[src/rtl/gpio_port_pkg.sv]
package gpio_port_pkg;

  localparam int ADDR_W = 4;

  typedef enum logic [ADDR_W-1:0] {
    REG_DATA   = 4'h0,
    REG_PIN    = 4'h1,
    REG_DIR    = 4'h2,
    REG_RDRV   = 4'h3,
    REG_PULLEN = 4'h4,
    REG_POL    = 4'h5,
    REG_WOR    = 4'h6,
    REG_IEN    = 4'h7,
    REG_IFLAG  = 4'h8
  } reg_addr_e;

endpackage

[src/rtl/gpio_port_sync.sv]
module gpio_port_sync #(
  parameter int WIDTH  = 8,
  parameter int STAGES = 2
) (
  input  logic             clk,
  input  logic             rst_n,
  input  logic [WIDTH-1:0] d,
  output logic [WIDTH-1:0] q
);

  logic [WIDTH-1:0] stage_q [STAGES];

  always_ff @(posedge clk or negedge rst_n) begin
    if (!rst_n) stage_q[0] <= '0;
    else        stage_q[0] <= d;
  end

  for (genvar s = 1; s < STAGES; s++) begin : g_stage
    always_ff @(posedge clk or negedge rst_n) begin
      if (!rst_n) stage_q[s] <= '0;
      else        stage_q[s] <= stage_q[s-1];
    end
  end

  assign q = stage_q[STAGES-1];

endmodule

[src/rtl/gpio_port_regs.sv]
module gpio_port_regs
  import gpio_port_pkg::*;
#(
  parameter int WIDTH = 8
) (
  input  logic             clk,
  input  logic             rst_n,
  input  logic             wr_en,
  input  reg_addr_e        addr,
  input  logic [WIDTH-1:0] wdata,
  output logic [WIDTH-1:0] data_q,
  output logic [WIDTH-1:0] dir_q,
  output logic [WIDTH-1:0] rdrv_q,
  output logic [WIDTH-1:0] pullen_q,
  output logic [WIDTH-1:0] pol_q,
  output logic [WIDTH-1:0] wor_q,
  output logic [WIDTH-1:0] ien_q
);

  always_ff @(posedge clk or negedge rst_n) begin
    if (!rst_n) begin
      data_q   <= '0;
      dir_q    <= '0;
      rdrv_q   <= '0;
      pullen_q <= '0;
      pol_q    <= '0;
      wor_q    <= '0;
      ien_q    <= '0;
    end else if (wr_en) begin
      case (addr)
        REG_DATA:   data_q   <= wdata;
        REG_DIR:    dir_q    <= wdata;
        REG_RDRV:   rdrv_q   <= wdata;
        REG_PULLEN: pullen_q <= wdata;
        REG_POL:    pol_q    <= wdata;
        REG_WOR:    wor_q    <= wdata;
        REG_IEN:    ien_q    <= wdata;
        default:    ;
      endcase
    end
  end

endmodule

[src/rtl/gpio_port_padctl.sv]
module gpio_port_padctl #(
  parameter int WIDTH = 8
) (
  input  logic [WIDTH-1:0] data_q,
  input  logic [WIDTH-1:0] dir_q,
  input  logic [WIDTH-1:0] wor_q,
  input  logic [WIDTH-1:0] pullen_q,
  input  logic [WIDTH-1:0] pol_q,
  input  logic [WIDTH-1:0] periph_own,
  input  logic [WIDTH-1:0] periph_oe,
  input  logic [WIDTH-1:0] periph_out,
  output logic [WIDTH-1:0] pad_oe,
  output logic [WIDTH-1:0] pad_out,
  output logic [WIDTH-1:0] pad_pull_en,
  output logic [WIDTH-1:0] pad_pull_dn
);

  for (genvar i = 0; i < WIDTH; i++) begin : g_pin
    logic gpio_oe;
    logic gpio_out;

    always_comb begin
      if (wor_q[i]) begin
        gpio_oe  = dir_q[i] & ~data_q[i];
        gpio_out = 1'b0;
      end else begin
        gpio_oe  = dir_q[i];
        gpio_out = data_q[i];
      end
    end

    assign pad_oe[i]      = periph_own[i] ? periph_oe[i]  : gpio_oe;
    assign pad_out[i]     = periph_own[i] ? periph_out[i] : gpio_out;
    assign pad_pull_en[i] = pullen_q[i];
    assign pad_pull_dn[i] = pullen_q[i] & pol_q[i];
  end

endmodule

[src/rtl/gpio_port_irq.sv]
module gpio_port_irq #(
  parameter int WIDTH = 8
) (
  input  logic             clk,
  input  logic             rst_n,
  input  logic [WIDTH-1:0] pin_s,
  input  logic [WIDTH-1:0] pol_q,
  input  logic [WIDTH-1:0] ien_q,
  input  logic [WIDTH-1:0] clr_mask,
  output logic [WIDTH-1:0] flag_q,
  output logic             irq
);

  logic [WIDTH-1:0] prev_q;
  logic [WIDTH-1:0] hit;

  for (genvar i = 0; i < WIDTH; i++) begin : g_edge
    logic rise;
    logic fall;
    assign rise   = pin_s[i] & ~prev_q[i];
    assign fall   = ~pin_s[i] & prev_q[i];
    assign hit[i] = pol_q[i] ? rise : fall;
  end

  always_ff @(posedge clk or negedge rst_n) begin
    if (!rst_n) begin
      prev_q <= '0;
      flag_q <= '0;
    end else begin
      prev_q <= pin_s;
      flag_q <= (flag_q & ~clr_mask) | hit;
    end
  end

  assign irq = |(flag_q & ien_q);

endmodule

[src/rtl/gpio_port.sv]
module gpio_port
  import gpio_port_pkg::*;
#(
  parameter int WIDTH       = 8,
  parameter int SYNC_STAGES = 2
) (
  input  logic              clk,
  input  logic              rst_n,
  input  logic              bus_sel,
  input  logic              bus_wr,
  input  logic [ADDR_W-1:0] bus_addr,
  input  logic [WIDTH-1:0]  bus_wdata,
  output logic [WIDTH-1:0]  bus_rdata,
  input  logic [WIDTH-1:0]  pad_in,
  output logic [WIDTH-1:0]  pad_oe,
  output logic [WIDTH-1:0]  pad_out,
  output logic [WIDTH-1:0]  pad_pull_en,
  output logic [WIDTH-1:0]  pad_pull_dn,
  output logic [WIDTH-1:0]  pad_rdrv,
  input  logic [WIDTH-1:0]  periph_own,
  input  logic [WIDTH-1:0]  periph_oe,
  input  logic [WIDTH-1:0]  periph_out,
  output logic              irq
);

  reg_addr_e        addr;
  logic             wr_en;
  logic [WIDTH-1:0] data_q, dir_q, rdrv_q, pullen_q, pol_q, wor_q, ien_q;
  logic [WIDTH-1:0] flag_q;
  logic [WIDTH-1:0] pin_s;
  logic [WIDTH-1:0] clr_mask;

  assign addr     = reg_addr_e'(bus_addr);
  assign wr_en    = bus_sel & bus_wr;
  assign clr_mask = (wr_en && addr == REG_IFLAG) ? bus_wdata : '0;

  gpio_port_regs #(.WIDTH(WIDTH)) u_regs (
    .clk(clk), .rst_n(rst_n), .wr_en(wr_en), .addr(addr), .wdata(bus_wdata),
    .data_q(data_q), .dir_q(dir_q), .rdrv_q(rdrv_q), .pullen_q(pullen_q),
    .pol_q(pol_q), .wor_q(wor_q), .ien_q(ien_q)
  );

  gpio_port_sync #(.WIDTH(WIDTH), .STAGES(SYNC_STAGES)) u_sync (
    .clk(clk), .rst_n(rst_n), .d(pad_in), .q(pin_s)
  );

  gpio_port_padctl #(.WIDTH(WIDTH)) u_padctl (
    .data_q(data_q), .dir_q(dir_q), .wor_q(wor_q), .pullen_q(pullen_q),
    .pol_q(pol_q), .periph_own(periph_own), .periph_oe(periph_oe),
    .periph_out(periph_out), .pad_oe(pad_oe), .pad_out(pad_out),
    .pad_pull_en(pad_pull_en), .pad_pull_dn(pad_pull_dn)
  );

  gpio_port_irq #(.WIDTH(WIDTH)) u_irq (
    .clk(clk), .rst_n(rst_n), .pin_s(pin_s), .pol_q(pol_q), .ien_q(ien_q),
    .clr_mask(clr_mask), .flag_q(flag_q), .irq(irq)
  );

  assign pad_rdrv = rdrv_q;

  always_comb begin
    bus_rdata = '0;
    if (bus_sel) begin
      case (addr)
        REG_DATA:   bus_rdata = (data_q & dir_q) | (pin_s & ~dir_q);
        REG_PIN:    bus_rdata = pin_s;
        REG_DIR:    bus_rdata = dir_q;
        REG_RDRV:   bus_rdata = rdrv_q;
        REG_PULLEN: bus_rdata = pullen_q;
        REG_POL:    bus_rdata = pol_q;
        REG_WOR:    bus_rdata = wor_q;
        REG_IEN:    bus_rdata = ien_q;
        REG_IFLAG:  bus_rdata = flag_q;
        default:    bus_rdata = '0;
      endcase
    end
  end

endmodule

[config.mk]
export PLATFORM = sky130hd
export DESIGN_NAME = gpio_port
export DESIGN_NICKNAME = d
export VERILOG_FILES = /design/src/rtl/gpio_port_pkg.sv /design/src/rtl/gpio_port_sync.sv /design/src/rtl/gpio_port_regs.sv /design/src/rtl/gpio_port_padctl.sv /design/src/rtl/gpio_port_irq.sv /design/src/rtl/gpio_port.sv
export SDC_FILE = /design/constraint.sdc
export NUM_CORES = 1
export LEC_CHECK = 0
export BUFFER_PORTS_ARGS = -buffer_cell sky130_fd_sc_hd__buf_4
export CORE_MARGIN = 2
export CORE_UTILIZATION = 54
export CTS_CLUSTER_SIZE = 25
export DETAILED_ROUTE_END_ITERATION = 10
export PLACE_DENSITY = 0.81
export SYNTH_ARGS = -nofsm -noshare
export SYNTH_HDL_FRONTEND = slang
export SYNTH_SLANG_ARGS = --single-unit
export TNS_END_PERCENT = 50
[constraint.sdc]
create_clock -name clk -period 1.5 [get_ports clk]
set_input_delay 0.075 -clock clk [delete_from_list [all_inputs] [get_ports clk]]
set_output_delay 0.075 -clock clk [all_outputs]
set_load 0.02 [all_outputs]
==> results.md, run 1 <==
- The flow ran to the end, but the final reports show violations.
- The checks that failed: negative setup slack.
- The min-delay analysis places its worst path in the category in -> async.
- TritonCTS built the clock tree.
- The H-tree depth is 3.
- The number of clock buffers added by TritonCTS is 9.
- The multi-input logic area is 0.00208 mm².
- In this run the horizontal extent of the chip is 93.8 µm.
- For this run the aggregate overflow at the end of global routing stands at 0.
- The number of max-cap violations is 0.
- The mean instance size in the synthesized netlist is 10.8 µm².
- The final-report setup violation count is 8.
- The largest buffer count on any clock path is 2.
- Synthesis instantiated 44 different standard cells from the library.
- Of the total synthesized cell area, the portion taken by full adders, half adders and majority gates is 0.
- The slew of the pin with the lowest slew margin is 0.439 ns.
- For the worst setup path, the data arrival time is 1.77 ns.
- In the final design database the tool counted 611 nets.
- The residual DRC count is 0.
- Of the total synthesized cell area, the portion taken by XOR and XNOR cells is 0.
- In this run the vertical extent of the chip is 93.8 µm.
- The sequential share of the synthesized area is 0.506.
- During synthesis, Yosys emitted a total of 0 warnings.
- The net count of the mapped netlist is 451.
- The netlist area before placement is 0.00436 mm².
- The initial utilization of the core area, before any placement, comes to 0.561.
- In the final layout, the share of cells above drive strength 1 is 0.447.
- The half-perimeter wire length after placement is 8.87 mm.
- After layout, the design draws a total of 6.34 mW.
- The total wire length is 12.3 mm.
- The critical path endpoint category is an output port.
- The max-slew headroom at the worst pin is 0.707.
- The number of search-and-repair iterations in the first detailed-routing pass is 5.
- For the final routed database, the setup TNS stands at -1.32 ns.
- The worst setup path is launched from a flop.
- Of the total synthesized cell area, the portion taken by AND, OR, NAND and NOR gates is 0.164.
- The flip-flop and latch area is 0.00221 mm².
- STA puts the critical path data required time at 1.42 ns.
- The count of endpoints failing hold in the final timing report is 0.
- The complex-gate fraction of the synthesized area is 0.145.
- The clock slew at the register clock pins of the worst setup and hold paths is 0.09 ns.
- The final clock skew is 0.00514 ns.
- In the final routed layout, each cell accounts on average for 18.3 µm.
- The post-layout worst setup margin is -0.340 ns.
- The first global-routing pass estimated 19.3 mm of wire.
- Across every metal layer, demand over resource in global routing totals 0.293.
- The largest driver fanout on the critical path is 2.
- The number of port buffers is 96.
- For this design the ratio of total power to cell area is 1060 mW/mm².
- The post-route minimum period is 1.84 ns.
- After floorplanning, the core was divided into 32 placement rows.
- The detailed router placed 3855 vias in this run.
- The clock latency on the worst-skew pair is 0.36 ns.
- The count of nets left with antenna violations once routing finished came out at 0.
- Dividing the final minimum period by the clock period gives 1.23.
- Of the post-synthesis cell area, the part taken by muxes is 0.155.
- The worst register-to-register path has a setup slack of 0.57 ns.
- 0 antenna diodes ended up in the layout.
- The initial antenna violation count is 0.
- The congestion estimate from routability-driven global placement came to 0.931.
- The async set-reset flop share out of synthesis is 1.00.
- The area growth from synthesis to layout is 37.0%.
- Counting flops with a built-in enable in the synthesized netlist gives 0.
- The worst slack at placement is -0.0663 ns.
- The achievable frequency is 0.543 GHz.
- The number of vias per cell after detailed routing is 5.75.
- The largest net degree at the start of global routing is 28.
- The cell sitting at the root of the clock tree is a sky130_fd_sc_hd__clkbuf_8.
- The number of clock sinks is 88.
- The number of max-slew violations in the final report was 0.
- The worst-case IR drop observed on VDD is 0.779 mV.
- The layout has 523 filler cells.
- The largest family of logic cells by synthesized area is simple AND/OR/NAND/NOR gates.
- In this run, the number of DRC markers left after iteration 0 of detailed routing was 297.
- The via count of the first global-routing pass is 3747.
- The leakage power of the design is 2.75 nW.
- The number of primary I/O pins is 97.
- For this run, the leading register cell type out of synthesis is sky130_fd_sc_hd__dfrtp_1.
- Synthesis produced 403 cells.
- Setup repair after global routing could not meet its margin everywhere.
- The core area is 0.00777 mm².
- The startpoint-to-endpoint class of the critical path is reg -> out.
- The flop and latch count out of synthesis is 88.
- The worst-case hold slack is 0.202 ns.
- The die covers 0.00880 mm².
[critical path: stages, from the launching register on]
cell and delay, ns:
sky130_fd_sc_hd__dfrtp_1 0.37, sky130_fd_sc_hd__mux2i_1 0.08, sky130_fd_sc_hd__mux4_2 0.46, sky130_fd_sc_hd__a31o_2 0.22, sky130_fd_sc_hd__a21oi_2 0.12, sky130_fd_sc_hd__buf_4 0.14
[layout make-up]
class | count | share of cell area
Clock buffer | 10 | 0.0231
Clock inverter | 6 | 0.00985
Inverter | 8 | 0.00503
Multi-Input combinational cell | 292 | 0.349
Sequential cell | 88 | 0.370
Tap cell | 102 | 0.0214
Timing Repair Buffer | 164 | 0.222
[power by group]
part           internal [mW]  total [mW]  switching [mW]
clock                  0.685        1.61           0.924
combinational          0.879        1.67           0.796
sequential              2.70        3.06           0.356
[metal layers]
layer / wire length, µm / share of wire / GRT usage
met5: 0 / 0 / 0
met4: 200 / 0.016 / 0.0700
met3: 1050 / 0.085 / 0.0714
met2: 5850 / 0.48 / 0.468
met1: 5190 / 0.42 / 0.407
[metrics by stage]
step | instances | util | area, µm²
4_1_cts | 668 | 0.764 | 5930
6_report | 670 | 0.768 | 5970
5_1_grt | 670 | 0.768 | 5970
3_3_place_gp | 628 | 0.704 | 5470
2_1_floorplan | 403 | - | 4360
3_5_place_dp | 628 | 0.704 | 5470
[cells in the mapped netlist (4+ instances only)]
master                     instances  area, µm²
sky130_fd_sc_hd__nor2b_1           4       25.0
sky130_fd_sc_hd__buf_6             4       45.0
sky130_fd_sc_hd__o21ai_0          33        165
sky130_fd_sc_hd__buf_2             5       25.0
sky130_fd_sc_hd__a21oi_1           5       25.0
sky130_fd_sc_hd__o21ai_2           8       70.1
sky130_fd_sc_hd__a22o_1            4       35.0
sky130_fd_sc_hd__a22oi_1          13       97.6
sky130_fd_sc_hd__o211ai_1         10       75.1
sky130_fd_sc_hd__mux2i_1           9       90.1
sky130_fd_sc_hd__nand2b_1         12       75.1
sky130_fd_sc_hd__a31oi_1           5       31.3
sky130_fd_sc_hd__mux2_2           50        563
sky130_fd_sc_hd__dfrtp_1          88       2200
sky130_fd_sc_hd__inv_1             8       30.0
sky130_fd_sc_hd__and2_1            8       50.1
sky130_fd_sc_hd__nand2_1          79        297
sky130_fd_sc_hd__nor2_1           17       63.8
[kinds of logic after synthesis]
| family | Yosys count |
|---|---|
| simple gates | 141 |
| flops | 88 |
| mux | 60 |
| buf+inv | 23 |
| compound gates | 91 |
[cells in the final DEF (no fill, tap or decap), types with 5 or more instances in the layout]
master and instances:
sky130_fd_sc_hd__buf_4 143, sky130_fd_sc_hd__dfrtp_1 84, sky130_fd_sc_hd__nand2_1 79, sky130_fd_sc_hd__mux2_2 49, sky130_fd_sc_hd__o21ai_0 32, sky130_fd_sc_hd__nor2_1 17
sky130_fd_sc_hd__dlygate4sd3_1 17, sky130_fd_sc_hd__nand2b_1 12, sky130_fd_sc_hd__o211ai_1 10, sky130_fd_sc_hd__clkbuf_8 10, sky130_fd_sc_hd__inv_1 8, sky130_fd_sc_hd__mux2i_1 8
sky130_fd_sc_hd__a22oi_1 8, sky130_fd_sc_hd__and2_1 8, sky130_fd_sc_hd__o21ai_2 8, sky130_fd_sc_hd__a22oi_2 5
[worst paths after layout]
kind                                    startpoint         endpoint  cells after the start
worst max-delay path               u_regs.ien_q[7]     bus_rdata[7]                      5
worst min-delay path                         rst_n      u_sync.q[7]                      2
worst max register to register         u_sync.q[3]  u_irq.flag_q[3]                      4
worst min register to register  u_sync.stage_q[14]      u_sync.q[6]                      0
max in group asynchronous                    rst_n  u_regs.dir_q[1]                      3
min in group clk                           bus_sel  u_irq.flag_q[4]                      5
[timing repair]
action	in CTS	in global routing
gates resized for setup	11	7
setup endpoints to repair	8	9
pin swaps	12	4
hold buffers	17	0
hold endpoints to repair	116	0
buffers inserted	7	2
gates cloned	0	0
(Power assumes the default switching activity.)
==> inputs of run 2 (changes only) <==
SETUP_SLACK_MARGIN = 0.05   (was not set)
==> run 2 against run 1 <==
Net effect: routed wire length is 0.16% higher; non-clock buffer count did not move; combinational power hardly changed; critical path type unchanged; utilization unchanged; the flow still finishes with violations (negative setup slack); sequential power about the same; via count decreased by 0.34%; clock power about the same; global-route usage unchanged.
==> results.md, run 2 (same netlist as run 1, synthesis figures left out) <==
- Result of the run: finished, violations left (unchanged).
- Failing checks: negative setup slack (unchanged).
- Cells along the critical path: mux2i_1 > mux4_2 > a31o_2 > a21oi_2 > buf_4 (unchanged).
- The clock network fraction of design power is 0.254 (about the same).
- The count of antenna diodes in the layout is 0 (unchanged).
- The horizontal extent of the die is 93.8 µm (unchanged).
- The placed instance count is 628 (unchanged).
- The largest driver fanout on the critical path is 2 (unchanged).
- The number of fillers in the final layout was 523 (unchanged).
- The number of core rows is 32 (unchanged).
- The TritonCTS buffer count is 9 (unchanged).
- The depth of the critical timing path with buffers and inverters included is 5 (unchanged).
- The number of cells in the finished layout apart from fillers was 670 (unchanged).
- The count of endpoints failing hold in the final timing report came to 0 (unchanged).
- The residual DRC count is 0 (unchanged).
- The cell area after placement is 0.00547 mm² (unchanged).
- The internal reg-to-reg setup slack came to 0.58 ns (was 0.57 ns).
- Commonest non-fill, non-tap cells in the layout: sky130_fd_sc_hd__buf_4, sky130_fd_sc_hd__dfrtp_1, sky130_fd_sc_hd__nand2_1 (unchanged).
- The die outline height is 93.8 µm (unchanged).
- The CTS tree is done (unchanged).
- The final clock skew is 0.00442 ns (was 0.00514 ns).
- The critical-path cell with the highest stage delay is sky130_fd_sc_hd__mux4_2 (unchanged).
- The leakage power of the design is 2.75 nW (about the same).
- The signed area change from the synthesized netlist to the final layout is 37.0% (unchanged).
- The max-slew headroom at the worst pin came to 0.701 (was 0.707).
- The reg-to-reg startpoint was u_sync.q[3] (unchanged).
- The largest stage delay on the critical path was 0.46 ns (about the same).
- The achievable frequency is 0.542 GHz (was 0.543 GHz).
- The number of clock sinks came to 88 (unchanged).
- The kind of start point of the critical path is a flop (unchanged).
- The number of max-slew violations in the final report is 0 (unchanged).
- The placer's final routability congestion estimate is 0.931 (unchanged).
- The initial antenna violation count is 0 (unchanged).
- The critical path endpoint category is an output port (unchanged).
- The largest net degree at the start of global routing was 28 (unchanged).
- The layout net count is 611 (unchanged).
- The busiest layer in global routing is met2 (unchanged).
- The clock slew at the register clock pins of the worst setup and hold paths is 0.09 ns (about the same).
- The share of layout cells above drive strength 1 is 0.447 (unchanged).
- The number of vias per cell after detailed routing was 5.73 (was 5.75).
- The largest buffer count on any clock path came to 2 (unchanged).
- The share of total power in combinational logic is 0.264 (about the same).
- The number of primary I/O pins is 97 (unchanged).
- The part of the cycle the worst path needs is 1.23 (about the same).
- The number of max-cap violations was 0 (unchanged).
- The reported net switching power is 2.08 mW (about the same).
- The overall overflow remaining after global route is 0 (unchanged).
- The flip-flop and latch area is 0.00221 mm² (unchanged).
- The met1 track demand over resource is 0.407 (unchanged).
- The post-layout worst setup margin is -0.345 ns (was -0.340 ns).
- The H-tree depth is 3 (unchanged).
- The final-report setup violation count is 8 (unchanged).
- The routed wire length per instance was 18.4 µm (was 18.3 µm).
- The number of buffer and inverter stages on the critical path is 1 (unchanged).
- The total non-filler cell area in the finished layout came to 0.00597 mm² (unchanged).
- The root buffer selected by CTS is sky130_fd_sc_hd__clkbuf_8 (unchanged).
- The arrival time of the worst setup path came to 1.77 ns (about the same).
- The total wire length is 12.3 mm (about the same).
- The met2 demand-to-capacity share in global routing came to 0.468 (unchanged).
- The worst path required time is 1.42 ns (about the same).
- The worst-case vdd ir drop is 0.779 mV (about the same).
- The core area was 0.00777 mm² (unchanged).
- The initial cell density of the core is 0.561 (unchanged).
- The class of the tightest hold or removal check was in -> async (unchanged).
- The die footprint is 0.00880 mm² (unchanged).
- The number of antenna-violating nets in the routed design is 0 (unchanged).
- The switching power as a share of total power is 0.327 (about the same).
- The register share of total power is 0.482 (about the same).
- The clock latency on the worst-skew pair is 0.36 ns (about the same).
- The fraction of met3 tracks used by global routing is 0.0714 (unchanged).
- The startpoint-to-endpoint class of the critical path is reg -> out (unchanged).
- The power per standard cell area came to 1060 mW/mm² (about the same).
- The slew of the pin with the lowest slew margin is 0.449 ns (was 0.439 ns).
- Setup repair after global routing missed its margin: true (unchanged).
- The aggregate global-route resource usage is 0.293 (unchanged).
- The most common library cell in the layout ignoring fill and taps is sky130_fd_sc_hd__buf_4 (unchanged).
- The post-route minimum period was 1.84 ns (about the same).
- The end of the worst register-to-register path is u_irq.flag_q[3] (unchanged).
- The multi-input logic area came to 0.00208 mm² (unchanged).
- The global-route wire length before repair was 19.3 mm (unchanged).
- The total negative slack for setup checks came to -1.31 ns (was -1.32 ns).
- The internal power came to 4.27 mW (about the same).
- The top cell family by delay on the critical path was multiplexers (unchanged).
- The number of DRC violations after detailed-routing iteration 0 is 302 (was 297).
- The via count of the first global-routing pass is 3747 (unchanged).
- The half-perimeter wire length after placement is 8.87 mm (unchanged).
- The via total after detailed routing came to 3842 (was 3855).
- The depth of the worst register-to-register path is 4 (unchanged).
- The number of search-and-repair iterations in the first detailed-routing pass is 5 (unchanged).
- The number of port buffers is 96 (unchanged).
[run 2: cell counts in the layout (fill, tap and decap cells not counted)]
No cell type changed its count.
[run 2: worst register-to-register path, stage by stage (launching register included)]
cell and delay [ns]:
sky130_fd_sc_hd__dfrtp_2 0.44, sky130_fd_sc_hd__buf_4 0.16, sky130_fd_sc_hd__nor2_1 0.09, sky130_fd_sc_hd__nand2_1 0.06
sky130_fd_sc_hd__o211ai_1 0.09
[run 2: how the worst max path moves through the flow]
stage | from | end | slack (ns)
detailed placement | bus_addr[0] | u_regs.data_q[5] | -0.07
global placement | bus_addr[0] | u_regs.data_q[1] | -0.05
finish | u_regs.ien_q[7] | bus_rdata[7] | -0.34
floorplan | bus_addr[1] | bus_rdata[1] | 0.006
CTS | u_regs.dir_q[7] | bus_rdata[7] | -0.35
global route | u_regs.dir_q[7] | bus_rdata[7] | -0.41
[run 2: repair_timing]
action	in CTS	in global routing
endpoints found under the hold margin	116	0
pin swaps	13	4
gates cloned	0	0
buffers inserted	7	2
resized for setup	11	7
hold buffers	17	0
setup endpoints to repair	8	9
[run 2: power groups by stage]
stage	Sequential (mW)	Combinational, mW	Clock (mW)
after detailed placement	3.09	1.54	0
after floorplan	3.08	0.805	0
after CTS	3.04	1.65	1.65
after global placement	3.08	1.49	0
final	3.06	1.67	1.61
after global routing	3.10	1.81	1.73
[run 2: cell type report]
class	count	area share
well taps	102	0.0214
inverters	8	0.00503
clock buffers	10	0.0231
multi-input cells	292	0.349
flip-flops and latches	88	0.370
repair buffers	164	0.222
clock inverters	6	0.00985
[run 2: stage by stage]
step                total power [mW]  worst slack (ns)  hold WS, ns   util
global route                    6.64            -0.410        0.216  0.768
CTS                             6.34            -0.347        0.189  0.764
finish                          6.34            -0.345        0.203  0.768
detailed placement              4.63           -0.0663       0.0397  0.704
global placement                4.57           -0.0465       0.0407  0.704
floorplan                       3.88           0.00551       -0.221      -
[run 2: routing by layer]
metal / part of all wire / up-vias
li1: - / 1751
met1: 0.43 / 1895
met2: 0.48 / 183
met3: 0.084 / 13
met4: 0.011 / 0
met5: 0 / -
==> inputs of run 3 (changes only) <==
CORE_UTILIZATION = 55   (was 54)
SKIP_CTS_REPAIR_TIMING = 1   (was not set)
SYNTH_HIERARCHICAL = 1   (was not set)
==> run 3 against run 2 <==
Net effect: the flow still finishes with violations (negative setup slack); routed wire length fell by 3.8%; area after synthesis rose by 5.6%; clock power rose by 17%; sequential power barely moved; first-iteration DRC count fell by 6.6%; critical path depth rose by 1; final cell count fell by 5.4%; synthesized cell count fell by 0.99%; hold slack got worse by 0.19 ns; worst setup slack improved by 0.17 ns; die area rose by 3.5%; largest cell class unchanged; largest power group unchanged.
==> results.md, run 3 <==
- The number of vias per cell after detailed routing is 5.90 (was 5.73).
- The final-report setup violation count is 8 (unchanged).
- The core area is 0.00818 mm² (was 0.00777 mm²).
- The max-slew headroom at the worst pin was 0.701 (about the same).
- Most numerous cell types in the synthesized netlist: sky130_fd_sc_hd__dfrtp_1, sky130_fd_sc_hd__mux2_2, sky130_fd_sc_hd__nand2_1, sky130_fd_sc_hd__mux2i_1, sky130_fd_sc_hd__nand3b_1 (was sky130_fd_sc_hd__dfrtp_1, sky130_fd_sc_hd__nand2_1, sky130_fd_sc_hd__mux2_2, sky130_fd_sc_hd__o21ai_0, sky130_fd_sc_hd__nor2_1).
- The slew of the pin with the lowest slew margin is 0.448 ns (was 0.449 ns).
- The global-route wire length before repair came to 17.7 mm (was 19.3 mm).
- The post-layout worst setup margin is -0.179 ns (was -0.345 ns).
- The placed instance count is 598 (was 628).
- The critical path endpoint category is an output port (unchanged).
- Top cells by area, synth: sky130_fd_sc_hd__dfrtp_1, sky130_fd_sc_hd__mux2_2, sky130_fd_sc_hd__mux2i_1 (was sky130_fd_sc_hd__dfrtp_1, sky130_fd_sc_hd__mux2_2, sky130_fd_sc_hd__nand2_1).
- The H-tree depth came to 3 (unchanged).
- The horizontal extent of the die is 95.4 µm (was 93.8 µm).
- The achievable frequency was 0.596 GHz (was 0.542 GHz).
- The CTS tree is done (unchanged).
- The share of total power in combinational logic is 0.256 (was 0.264).
- The number of standard cells after synthesis is 399 (was 403).
- The primary flip-flop cell chosen by synthesis mapping is sky130_fd_sc_hd__dfrtp_1 (unchanged).
- The startpoint-to-endpoint class of the critical path is reg -> out (unchanged).
- The clock network fraction of design power is 0.284 (was 0.254).
- The number of antenna-violating nets in the routed design is 0 (unchanged).
- The root buffer selected by CTS is sky130_fd_sc_hd__clkbuf_8 (unchanged).
- The flip-flop and latch area is 0.00220 mm² (was 0.00221 mm²).
- The via count of the first global-routing pass is 3451 (was 3747).
- The mean instance size in the synthesized netlist came to 11.5 µm² (was 10.8 µm²).
- The number of primary I/O pins is 97 (unchanged).
- The number of warnings reported in the yosys synthesis log is 6 (was 0).
- The leakage power of the design is 2.83 nW (was 2.75 nW).
- The number of core rows is 33 (was 32).
- The number of fillers in the final layout was 537 (was 523).
- The initial antenna violation count is 0 (unchanged).
- The internal power was 4.64 mW (was 4.27 mW).
- The clock slew at the register clock pins of the worst setup and hold paths is 0.09 ns (about the same).
- The total negative slack for setup checks came to -0.922 ns (was -1.31 ns).
- The residual DRC count is 0 (unchanged).
- The share of layout cells above drive strength 1 came to 0.446 (was 0.447).
- Result of the run: finished, violations left (unchanged).
- The layout net count was 572 (was 611).
- The fraction of synthesized cell area taken by the top area cell type is 0.479 (was 0.506).
- The kind of start point of the critical path is a flop (unchanged).
- The die footprint is 0.00911 mm² (was 0.00880 mm²).
- The count of endpoints failing hold in the final timing report was 0 (unchanged).
- The clock latency on the worst-skew pair was 0.35 ns (was 0.36 ns).
- The TritonCTS buffer count was 9 (unchanged).
- The aggregate global-route resource usage is 0.261 (was 0.293).
- The routed wire length per instance is 18.7 µm (was 18.4 µm).
- The largest buffer count on any clock path came to 2 (unchanged).
- The power per standard cell area is 1100 mW/mm² (was 1060 mW/mm²).
- The class of the tightest hold or removal check is in -> reg (was in -> async).
- The die outline height is 95.4 µm (was 93.8 µm).
- The overall overflow remaining after global route is 0 (unchanged).
- The largest driver fanout on the critical path is 3 (was 2).
- The register share of total power is 0.460 (was 0.482).
- The reported net switching power is 1.97 mW (was 2.08 mW).
- The netlist area before placement came to 0.00460 mm² (was 0.00436 mm²).
- The number of cells in the finished layout apart from fillers is 634 (was 670).
- Commonest non-fill, non-tap cells in the layout: sky130_fd_sc_hd__buf_4, sky130_fd_sc_hd__dfrtp_1, sky130_fd_sc_hd__mux2_2 (was sky130_fd_sc_hd__buf_4, sky130_fd_sc_hd__dfrtp_1, sky130_fd_sc_hd__nand2_1).
- The final clock skew was 0.00754 ns (was 0.00442 ns).
- The count of flip-flops with a built-in enable after synthesis was 0 (unchanged).
- The via total after detailed routing is 3741 (was 3842).
- The worst path required time is 1.42 ns (about the same).
- The number of port buffers is 96 (unchanged).
- The net count of the mapped netlist is 447 (was 451).
- The number of DRC violations after detailed-routing iteration 0 was 282 (was 302).
- The number of max-cap violations is 0 (unchanged).
- The number of distinct library cells after synthesis came to 45 (was 44).
- The biggest area consumer among synthesized cells was sky130_fd_sc_hd__dfrtp_1 (unchanged).
- The largest net degree at the start of global routing is 89 (was 28).
- The async set-reset flop share out of synthesis is 1.00 (unchanged).
- Failing checks: negative setup slack (unchanged).
- The sequential share of the synthesized area is 0.479 (was 0.506).
- The worst slack at placement is -0.0169 ns (was -0.0663 ns).
- The worst-case vdd ir drop was 0.741 mV (was 0.779 mV).
- The placer's final routability congestion estimate is 0.916 (was 0.931).
- The number of clock sinks came to 88 (unchanged).
- The most used standard cell by instance count after synthesis was sky130_fd_sc_hd__dfrtp_1 (unchanged).
- The signed area change from the synthesized netlist to the final layout is 30.3% (was 37.0%).
- The number of search-and-repair iterations in the first detailed-routing pass is 5 (unchanged).
- The part of the cycle the worst path needs is 1.12 (was 1.23).
- The switching power as a share of total power is 0.298 (was 0.327).
- The total power is 6.61 mW (was 6.34 mW).
- Setup repair after global routing missed its margin: true (unchanged).
- The count of antenna diodes in the layout is 0 (unchanged).
- The number of max-slew violations in the final report is 0 (unchanged).
- The flop and latch count out of synthesis came to 88 (unchanged).
- The total wire length was 11.8 mm (was 12.3 mm).
- The worst-case hold slack is 0.0152 ns (was 0.203 ns).
- The post-route minimum period came to 1.68 ns (was 1.84 ns).
- The initial cell density of the core was 0.562 (was 0.561).
- The most common library cell in the layout ignoring fill and taps was sky130_fd_sc_hd__buf_4 (unchanged).
- The multi-input logic area came to 0.00219 mm² (was 0.00208 mm²).
- The half-perimeter wire length after placement came to 8.06 mm (was 8.87 mm).
- The arrival time of the worst setup path is 1.60 ns (was 1.77 ns).
## run 3: area by class of cell
cell class	instances	area share
tap	105	0.0219
clock buffer	12	0.0259
timing repair buffer	147	0.199
sequential	88	0.368
clock inverter	4	0.0127
multi-input combinational	268	0.366
inverter	10	0.00627
## run 3: power by group through the flow
stage | clock [mW] | combinational (mW) | sequential, mW
finish | 1.88 | 1.69 | 3.04
global route | 2.00 | 1.82 | 3.09
CTS | 1.88 | 1.57 | 3.03
detailed placement | 0 | 1.56 | 3.08
global placement | 0 | 1.52 | 3.06
floorplan | 0 | 0.979 | 3.02
## run 3: routing by layer
metal | GRT usage | vias to the layer above | share of wire
li1 | - | 1701 | -
met1 | 0.373 | 1855 | 0.44
met2 | 0.407 | 166 | 0.48
met3 | 0.0466 | 19 | 0.065
met4 | 0.0833 | 0 | 0.014
met5 | 0 | - | 0
## run 3: critical path: stages (launching register included)
cell,delay [ns]
sky130_fd_sc_hd__dfrtp_1,0.41
sky130_fd_sc_hd__buf_4,0.14
sky130_fd_sc_hd__mux2i_1,0.06
sky130_fd_sc_hd__o21ai_0,0.20
sky130_fd_sc_hd__nand3_1,0.10
sky130_fd_sc_hd__a21oi_1,0.18
sky130_fd_sc_hd__buf_4,0.16
## run 3: stage by stage
step | utilization | cell area [µm²]
floorplan | - | 4610
global placement | 0.676 | 5530
detailed placement | 0.676 | 5530
CTS | 0.704 | 5760
global route | 0.733 | 5990
finish | 0.733 | 5990
## run 3: worst paths after layout
| kind | end | from | cells past startpoint | slack [ns] |
|---|---|---|---|---|
| min reg2reg | u_sync/q[2] | u_sync/stage_q[10] | 0 | 0.35 |
| max reg2reg | u_irq/flag_q[1] | u_sync/q[1] | 3 | 0.38 |
| min in group asynchronous | u_regs/pol_q[2] | rst_n | 3 | 0.29 |
| max in group asynchronous | u_irq/flag_q[6] | rst_n | 3 | 0.86 |
| max | bus_rdata[1] | u_regs/dir_q[1] | 6 | -0.18 |
| min | u_regs/wor_q[7] | bus_wdata[7] | 2 | 0.02 |
## run 3: kinds of logic after synthesis
family / after synthesis / synth area share
flops: 88 / 0.479
compound gates: 83 / 0.129
buf+inv: 43 / 0.0550
simple gates: 108 / 0.154
mux: 77 / 0.183
